<file path="config.mk">
export PLATFORM = sky130hd
export DESIGN_NAME = xlate_cache
export DESIGN_NICKNAME = d
export VERILOG_FILES = /design/src/rtl/xc_pkg.sv /design/src/rtl/xc_lookup.sv /design/src/rtl/xc_victim.sv /design/src/rtl/xlate_cache.sv
export SDC_FILE = /design/constraint.sdc
export NUM_CORES = 2
export LEC_CHECK = 0
export ABC_AREA = 1
export BUFFER_PORTS_ARGS = -buffer_cell sky130_fd_sc_hd__buf_2
export CAP_MARGIN = 20
export CORE_MARGIN = 3
export CORE_UTILIZATION = 23
export DETAILED_ROUTE_END_ITERATION = 10
export PLACE_DENSITY = 0.35
export SETUP_SLACK_MARGIN = 0.1
export SKIP_CTS_REPAIR_TIMING = 1
export SLEW_MARGIN = 10
export SYNTH_ARGS = -nofsm -noshare
export SYNTH_HDL_FRONTEND = slang
export SYNTH_SLANG_ARGS = --single-unit
</file>
<file path="constraint.sdc">
create_clock -name clk -period 3.39 [get_ports clk]
set_input_delay 0.678 -clock clk [delete_from_list [all_inputs] [get_ports clk]]
set_output_delay 0.678 -clock clk [all_outputs]
set_load 0.01 [all_outputs]
</file>
<file path="src/rtl/xc_pkg.sv">
package xc_pkg;
  localparam int VPN_W = 20;
  localparam int PFN_W = 20;
  localparam int OFF_W = 12;
  localparam int AS_W  = 8;
  localparam int VM_W  = 4;
  localparam int GEN_W = 4;
  localparam int VA_W  = VPN_W + OFF_W;
  localparam int PA_W  = PFN_W + OFF_W;

  typedef enum logic [1:0] {
    INV_NONE  = 2'd0,
    INV_ALL   = 2'd1,
    INV_PAGE  = 2'd2,
    INV_SPACE = 2'd3
  } inv_op_e;

  typedef struct packed {
    logic             valid;
    logic             writable;
    logic [VPN_W-1:0] vpn;
    logic [PFN_W-1:0] pfn;
    logic [AS_W-1:0]  asid;
    logic [VM_W-1:0]  vm;
    logic [GEN_W-1:0] gen;
  } xc_entry_t;

  // Slot answers a lookup in the given context
  function automatic logic ctx_match(xc_entry_t e, logic [VPN_W-1:0] vpn,
                                     logic [AS_W-1:0] asid, logic [VM_W-1:0] vm,
                                     logic [GEN_W-1:0] gen);
    return e.valid && (e.vpn == vpn) && (e.asid == asid) && (e.vm == vm) && (e.gen == gen);
  endfunction

  // Slot occupies the same page/tag position (generation ignored)
  function automatic logic same_slot(xc_entry_t e, logic [VPN_W-1:0] vpn,
                                     logic [AS_W-1:0] asid, logic [VM_W-1:0] vm);
    return e.valid && (e.vpn == vpn) && (e.asid == asid) && (e.vm == vm);
  endfunction

  // Slot meets the criteria of an invalidation command
  function automatic logic inv_match(xc_entry_t e, inv_op_e op,
                                     logic [VPN_W-1:0] vpn, logic [AS_W-1:0] asid);
    case (op)
      INV_ALL:   return e.valid;
      INV_PAGE:  return e.valid && (e.vpn == vpn);
      INV_SPACE: return e.valid && (e.asid == asid);
      default:   return 1'b0;
    endcase
  endfunction
endpackage

</file>
<file path="src/rtl/xc_lookup.sv">
module xc_lookup
  import xc_pkg::*;
#(
  parameter int ENTRIES = 16
) (
  input  xc_entry_t        tbl [ENTRIES],
  input  logic [VPN_W-1:0] vpn,
  input  logic [AS_W-1:0]  asid,
  input  logic [VM_W-1:0]  vm,
  input  logic [GEN_W-1:0] gen,
  output logic [ENTRIES-1:0] match_vec,
  output logic             hit,
  output logic [PFN_W-1:0] pfn,
  output logic             writable
);
  for (genvar i = 0; i < ENTRIES; i++) begin : g_cmp
    assign match_vec[i] = ctx_match(tbl[i], vpn, asid, vm, gen);
  end

  assign hit = |match_vec;

  always_comb begin
    pfn      = '0;
    writable = 1'b0;
    for (int i = 0; i < ENTRIES; i++) begin
      if (match_vec[i]) begin
        pfn      = pfn | tbl[i].pfn;
        writable = writable | tbl[i].writable;
      end
    end
  end
endmodule

</file>
<file path="src/rtl/xc_victim.sv">
module xc_victim #(
  parameter int ENTRIES = 16,
  localparam int IDX_W  = (ENTRIES > 1) ? $clog2(ENTRIES) : 1
) (
  input  logic               clk,
  input  logic               rst_n,
  input  logic               install,
  input  logic [ENTRIES-1:0] reuse_vec,
  input  logic [ENTRIES-1:0] live_vec,
  output logic [IDX_W-1:0]   slot,
  output logic               evict
);
  logic [IDX_W-1:0] rr_q;
  logic [IDX_W-1:0] reuse_idx, free_idx;
  logic             reuse_any, free_any;

  always_comb begin
    reuse_idx = '0;
    reuse_any = 1'b0;
    free_idx  = '0;
    free_any  = 1'b0;
    for (int i = ENTRIES - 1; i >= 0; i--) begin
      if (reuse_vec[i]) begin
        reuse_idx = IDX_W'(i);
        reuse_any = 1'b1;
      end
      if (!live_vec[i]) begin
        free_idx = IDX_W'(i);
        free_any = 1'b1;
      end
    end
  end

  assign evict = install && !reuse_any && !free_any;
  assign slot  = reuse_any ? reuse_idx : (free_any ? free_idx : rr_q);

  always_ff @(posedge clk) begin
    if (!rst_n) begin
      rr_q <= '0;
    end else if (evict) begin
      rr_q <= (rr_q == IDX_W'(ENTRIES - 1)) ? '0 : rr_q + 1'b1;
    end
  end
endmodule

</file>
<file path="src/rtl/xlate_cache.sv">
module xlate_cache
  import xc_pkg::*;
#(
  parameter int ENTRIES = 16,
  localparam int IDX_W  = (ENTRIES > 1) ? $clog2(ENTRIES) : 1
) (
  input  logic             clk,
  input  logic             rst_n,
  input  logic [AS_W-1:0]  ctx_asid,
  input  logic [VM_W-1:0]  ctx_vm,
  input  logic [GEN_W-1:0] ctx_gen,
  input  logic             lk_valid,
  input  logic [VA_W-1:0]  lk_vaddr,
  input  logic             lk_write,
  output logic             rsp_valid,
  output logic             rsp_hit,
  output logic             rsp_fault,
  output logic [PA_W-1:0]  rsp_paddr,
  input  logic             fill_valid,
  input  logic [VPN_W-1:0] fill_vpn,
  input  logic [PFN_W-1:0] fill_pfn,
  input  logic             fill_writable,
  input  logic             inv_valid,
  input  logic [1:0]       inv_op,
  input  logic [VPN_W-1:0] inv_vpn,
  input  logic [AS_W-1:0]  inv_asid
);
  xc_entry_t tbl [ENTRIES];
  xc_entry_t fill_ent;
  inv_op_e   op;

  logic [ENTRIES-1:0] valid_vec, kill_vec, live_vec, reuse_vec, match_vec;
  logic               lk_hit_c, lk_fault_c, sel_writable;
  logic [PFN_W-1:0]   sel_pfn;
  logic               fill_drop, fill_install, evict;
  logic [IDX_W-1:0]   fill_slot;

  assign op = inv_op_e'(inv_op);

  assign fill_ent = '{valid: 1'b1, writable: fill_writable, vpn: fill_vpn, pfn: fill_pfn,
                      asid: ctx_asid, vm: ctx_vm, gen: ctx_gen};

  // Invalidation is resolved before the fill in the same cycle
  assign fill_drop    = fill_valid && inv_valid && inv_match(fill_ent, op, inv_vpn, inv_asid);
  assign fill_install = fill_valid && !fill_drop;

  for (genvar i = 0; i < ENTRIES; i++) begin : g_slot
    assign valid_vec[i] = tbl[i].valid;
    assign kill_vec[i]  = inv_valid && inv_match(tbl[i], op, inv_vpn, inv_asid);
    assign live_vec[i]  = tbl[i].valid && !kill_vec[i];
    assign reuse_vec[i] = live_vec[i] && same_slot(tbl[i], fill_vpn, ctx_asid, ctx_vm);

    always_ff @(posedge clk) begin
      if (!rst_n) begin
        tbl[i] <= '0;
      end else if (fill_install && (fill_slot == IDX_W'(i))) begin
        tbl[i] <= fill_ent;
      end else if (kill_vec[i]) begin
        tbl[i].valid <= 1'b0;
      end
    end
  end

  xc_victim #(.ENTRIES(ENTRIES)) u_victim (
    .clk       (clk),
    .rst_n     (rst_n),
    .install   (fill_install),
    .reuse_vec (reuse_vec),
    .live_vec  (live_vec),
    .slot      (fill_slot),
    .evict     (evict)
  );

  xc_lookup #(.ENTRIES(ENTRIES)) u_lookup (
    .tbl       (tbl),
    .vpn       (lk_vaddr[VA_W-1:OFF_W]),
    .asid      (ctx_asid),
    .vm        (ctx_vm),
    .gen       (ctx_gen),
    .match_vec (match_vec),
    .hit       (lk_hit_c),
    .pfn       (sel_pfn),
    .writable  (sel_writable)
  );

  assign lk_fault_c = lk_hit_c && lk_write && !sel_writable;

  always_ff @(posedge clk) begin
    if (!rst_n) begin
      rsp_valid <= 1'b0;
      rsp_hit   <= 1'b0;
      rsp_fault <= 1'b0;
      rsp_paddr <= '0;
    end else begin
      rsp_valid <= lk_valid;
      rsp_hit   <= lk_valid && lk_hit_c && !lk_fault_c;
      rsp_fault <= lk_valid && lk_fault_c;
      rsp_paddr <= (lk_valid && lk_hit_c && !lk_fault_c) ? {sel_pfn, lk_vaddr[OFF_W-1:0]} : '0;
    end
  end
endmodule

</file>
# After elaboration in Yosys (flattened, before gate mapping)
# Cells that the tools add are included.
[word_totals]
register_bits = 967
wordCells = 687
[op_classes]
add_sub_neg = 1
eq_ne = 133
n_mux = 148
bitwise = 30
reduce_logical = 258
[ops]
columns = ["cell", "count"]
rows = [
  ["$eq A20 B20 Y1", 49],
  ["$mux W20", 16],
  ["$or A20 B20 Y20", 15],
  ["$eq A8 B8 Y1", 33],
  ["$logic_and A1 B1 Y1", 218],
  ["$mux W4", 35],
  ["$eq A4 B4 Y1", 32],
  ["$mux W1", 80],
  ["$pmux W1 S3", 17],
  ["$eq A4 B4 Y1 const B", 9],
  ["$reduce_bool A2 Y1", 16],
  ["$logic_not A1 Y1", 21],
  ["$eq A4 B3 Y1 const B", 4],
  ["$reduce_or A16 Y1", 1],
  ["$or A1 B1 Y1", 15],
  ["$eq A4 B2 Y1 const B", 2],
  ["$add A4 B1 Y4 const B", 1],
  ["$eq A2 B2 Y1 const B", 2],
  ["$eq A4 B1 Y1 const B", 1],
  ["$logic_not A4 Y1", 1],
  ["$eq A2 B1 Y1 const B", 1],
  ["$reduce_and A2 Y1", 1],
]

# Longest topological paths before layout
[logic_depth]
word_depth = 41
ltp_mapped = 34
mapped_depth_nobuf = 32

# Modules after synthesis
# Synthesis repeated with hierarchy kept, for this count alone.
[hier_totals]
hier_cells = 12610
hier_area_um2 = 71730.0
[modules_own_cells]
columns = ["module", "n_inst", "cells_per_inst", "area_per_inst_um2"]
rows = [
  ["xlate_cache", 1, 9528, 57792.9],
  ["xc_lookup", 1, 2956, 13240.2],
  ["xc_victim", 1, 126, 696.9],
]

# Worst setup path before layout
# No wires, ideal clock.
[synth_timing]
kind = "input -> register"
from = "input inv_asid[3]"
to = "register, netlist name tbl[690]"
setup_time_ps = 113
arrival_ps = 3268
required_time_ps = 3277
path_slack_ps = 9
cell_stages = 22
path_buffers = 4
cell_sequence = "buf_2 > inv_2 > buf_2 > nor2_1 > nor4_1 > nand4_1 > nand3_1 > a21oi_2 > nand3b_1 > nand2_1 > nor2_2 > nand2_4 > nor2_8 > nor2_1 > nand2_2 > nand2_8 > inv_6 > nand4_4 > buf_4 > buf_6 > nor2_1 > nor2_1"
[synth_via]
elab_chain_len = 26
word_cells_on_any_way = 185
[synth_lines]
columns = ["item", "line", "rtl"]
rows = [
  ["start, declared", "xlate_cache.sv:26", "input logic [AS_W-1:0] inv_asid"],
  ["$eq A8 B8 Y1", "xc_pkg.sv:47", "INV_SPACE: return e.valid && (e.asid == asid);"],
  ["$logic_and A1 B1 Y1", "xc_pkg.sv:47", ""],
  ["$pmux W1 S3", "xc_pkg.sv:44", "case (op)"],
  ["$logic_and A1 B1 Y1", "xlate_cache.sv:49", "assign kill_vec[i] = inv_valid && inv_match(tbl[i], op, inv_vpn, inv_asid);"],
  ["$logic_not A1 Y1", "xlate_cache.sv:50", "assign live_vec[i] = tbl[i].valid && !kill_vec[i];"],
  ["$logic_and A1 B1 Y1", "xlate_cache.sv:50", ""],
  ["$mux W4, or another cell as far along (16 in a row)", "xc_victim.sv:27", "if (!live_vec[i]) begin"],
  ["$mux W4, or another cell as far along", "xc_victim.sv:35", "assign slot = reuse_any ? reuse_idx : (free_any ? free_idx : rr_q);"],
  ["$mux W4", "xc_victim.sv:35", ""],
  ["$eq A4 B3 Y1", "xlate_cache.sv:56", "end else if (fill_install && (fill_slot == IDX_W'(i))) begin"],
  ["$logic_and A1 B1 Y1 (*)", "xlate_cache.sv:56", ""],
]
# Mark *: on every way between the ends. The rest lies on a longest branch, timed or not.
# A chain may end at the register's enable or synchronous reset.

# Worst setup path in the final report
[layout_timing]
from = "input inv_vpn[17]"
to = "register, netlist name tbl[345]"
[layout_via]
elab_chain_len = 26
word_cells_on_any_way = 185
[layout_lines]
columns = ["item", "line", "rtl"]
rows = [
  ["start, declared", "xlate_cache.sv:25", "input logic [VPN_W-1:0] inv_vpn,"],
  ["$eq A20 B20 Y1", "xc_pkg.sv:46", "INV_PAGE: return e.valid && (e.vpn == vpn);"],
  ["$logic_and A1 B1 Y1", "xc_pkg.sv:46", ""],
  ["$pmux W1 S3", "xc_pkg.sv:44", ""],
  ["$logic_and A1 B1 Y1", "xlate_cache.sv:49", ""],
  ["$logic_not A1 Y1", "xlate_cache.sv:50", ""],
  ["$logic_and A1 B1 Y1", "xlate_cache.sv:50", ""],
  ["$mux W4, or another cell as far along (16 in a row)", "xc_victim.sv:27", ""],
  ["$mux W4, or another cell as far along", "xc_victim.sv:35", ""],
  ["$mux W4", "xc_victim.sv:35", ""],
  ["$eq A4 B4 Y1", "xlate_cache.sv:56", ""],
  ["$logic_and A1 B1 Y1 (*)", "xlate_cache.sv:56", ""],
]
# Marked as above.

==> results.md <==
* Internal power at 22.2 mW
* Syn. warnings at 0
* Final ANT Viol Nets at 0
* Reg power frac at 0.358
* Synth top area share at 0.336
* Max_slew headroom at 0.321
* Status: finished, violations left
* CTS Buf Count at around 140
* Post-synth top cells: nand2_1, nor2_1, inv_1
* Setup TNS at -408.08 ns
* #FFs+latches synth at roughly 970
* Post-DR wirelength/cell at approximately 29 µm
* Fmax at ~250 MHz
* Layout area overhead at 45.6%
* Later-pin clock latency in the skew report at between 0.8 and 0.9 ns
* PnR worst setup slack at -0.569 ns
* Site Rows at about 180
* Share of cells above drive strength 1 at 0.244
* Final Hold Viols at 0
* Final min period at a little under 4 ns
* GPL Wtd Cong at roughly 1.0
* DP HPWL at just over 300,000 µm
* Sequential fraction of the synthesis area at 0.336
* DR pass1 iterations at 6
* PortBufs at about 160
* Worst Hold Class: in -> reg
* Die Y at between 500 and 600 µm
* Slew Limit Fails at 0
* Vias at around 69,000
* Vias in the first global route at between 60,000 and 70,000
* Reg clk slew, reported paths at roughly 0.06 ns
* Clock root cell: clkbuf_16
* Area of the multi-input gates at around 32,000 µm²
* TritonCTS clock tree: yes
* Worst Path Required at 4.16 ns
* Critical Path End Type: register
* H-tree levels at 4
* Critical path type: in -> reg
* Setup-failing EPs final at around 960
* Largest net degree at the start of global routing at 158
* Final clock skew at just under 0.07 ns
* Worst-margin pin slew at 1.02 ns
* Final nets at around 11,000
* Vias per cell at around 4.9
* Total power at 32.3 mW
* Post-synthesis async set-or-reset flop share at 0
* Fin crit share at 1.17
* Psw at 10.1 mW
* Clock sink count at approximately 970
* First DRT Iteration DRCs at ~7,700
* Total GRT Usage at 0.298
* First-pass GRT wire length at roughly 540,000 µm
* Worst vdd ir at 0.498 mV
* Register area at just under 20,000 µm²
* CP max FO at 24
* Post-Route WL at 408,000 µm
* Gr ovfl total at 0
* Die Width at between 500 and 600 µm
* Failing checks: setup timing
* Leakage at 41.2 nW
* Cell taking the most area after synthesis: dfxtp_1
* Synth Flop Type: dfxtp_1
* Critical path launch point type: input port
* EDFF count, synth at 0
* Worst-case clock buffer depth at 3
* Fill cells at roughly 27,000
* Most numerous cell in the Yosys netlist: nand2_1
* Total core area at 249,000 µm²
* RSZ-0062 raised after global routing: yes
* R2R setup slack at -0.52 ns
* Clock share of power at 0.483
* # IOs at 160
* Mapped Cells at just over 9,000
* Fin area at between 80,000 and 90,000 µm²
* Initial Utilization at 0.231
* Comb pwr share at 0.159
* Die area at about 260,000 µm²
* Mapped Area at around 58,000 µm²
* Initial antenna violation count at 28
* Synth Area per Inst at ~6.3 µm²
* Crit path DAT at 4.73 ns
* Drt drc at 0
* Ranking of synthesized cells by area: dfxtp_1, nand2_1, nor2_1
* Post-synthesis cell type count at roughly 60
* Post-DP Area at 76,800 µm²
* PwrDens at between 300 and 400 nW/µm²
* Post-Syn Nets at slightly above 9,000
* Max cap viols at 0
* Net Sw Frac at 0.312
final timing paths:
path	startpoint	endpoint	cells past startpoint
setup reg to reg	tbl[304]$_SDFFE_PN0P_	tbl[345]$_SDFFE_PN0P_	27
hold reg to reg	u_victim.rr_q[3]$_SDFFE_PN0P_	u_victim.rr_q[3]$_SDFFE_PN0P_	2
hold / removal	lk_vaddr[2]	rsp_paddr[2]$_SDFF_PN0_	3
setup / recovery	inv_vpn[17]	tbl[345]$_SDFFE_PN0P_	27
registers in the layout (all words and copies together) (netlist names):
name           flops
tbl              928
rsp_paddr         32
u_victim.rr_q      4
rsp_fault          1
rsp_hit            1
rsp_valid          1
layout make-up:
type,count,area share
Antenna cell,8,0.000239
Inverter,1056,0.0476
Timing Repair Buffer,2139,0.235
Multi-Input combinational cell,6485,0.379
Clock inverter,48,0.00888
Sequential cell,967,0.231
Clock buffer,197,0.0480
Tap cell,3330,0.0497
placed cells by master (no fill, tap or decap), types with 162 or more instances in the layout:
| cell type | instances |
|---|---|
| dfxtp_1 | 953 |
| xor2_1 | 185 |
| nor4_1 | 162 |
| nand2_1 | 2337 |
| o22ai_1 | 709 |
| xnor2_1 | 258 |
| nor2_1 | 2011 |
| buf_4 | 1650 |
| inv_1 | 1002 |
| buf_12 | 261 |
| clkbuf_16 | 165 |
layer usage:
metal / vias to the layer above / share of wire / GRT usage
li1: 32100 / - / -
met1: 33400 / 0.44 / 0.402
met2: 3055 / 0.44 / 0.471
met3: 767 / 0.072 / 0.0461
met4: 2 / 0.051 / 0.128
met5: - / 0.000022 / 0
stage by stage:
step,worst slack [ns],hold WS [ns],util,std cells
after global routing,-0.718,0.0226,0.337,14200
after detailed placement,-1.65,0.464,0.309,13900
after floorplan,0.0695,0.439,-,9169
final,-0.569,0.0458,0.337,14200
after CTS,-0.953,-0.00224,0.328,14200
after global placement,-1.64,0.454,0.309,13900
power by group through the flow:
| stage | Sequential, mW | Combinational, mW | Clock (mW) |
|---|---|---|---|
| floorplan | 11.8 | 1.81 | 0 |
| global placement | 11.8 | 4.90 | 0 |
| detailed placement | 11.8 | 4.87 | 0 |
| CTS | 11.6 | 4.89 | 15.9 |
| global route | 11.6 | 5.22 | 16.4 |
| finish | 11.6 | 5.13 | 15.6 |
cells by family (layout without fill, tap and decap cells):
logic type / after synthesis / count (layout) / synth area share
simple gates: 5026 / 5026 / 0.355
buf+inv: 1717 / 3440 / 0.129
compound gates: 1009 / 1009 / 0.111
flops: 967 / 967 / 0.336
xor+xnor: 449 / 449 / 0.0683
fa+ha+maj: 1 / 1 / 0.000217
other cells: 0 / 8 / 0
worst max-delay path, cell delays in order:
cell        delay (ns)
buf_2             0.15
clkinvlp_4        0.18
buf_4             0.20
buf_4             0.19
buf_4             0.16
o22ai_1           0.18
nor2_1            0.09
nand4_1           0.10
nand3b_1          0.24
nand3_1           0.13
a21oi_2           0.20
inv_1             0.10
nor2_2            0.14
nand2_1           0.13
nor2_2            0.17
nand2_2           0.11
nor2_4            0.13
nand3b_1          0.17
nand2_4           0.09
nor2_4            0.23
buf_6             0.14
nand4_4           0.15
buf_6             0.20
clkbuf_16         0.22
nand2_1           0.08
nand2_1           0.04
nor2_1            0.10
Power figures use the tool's default switching activity.
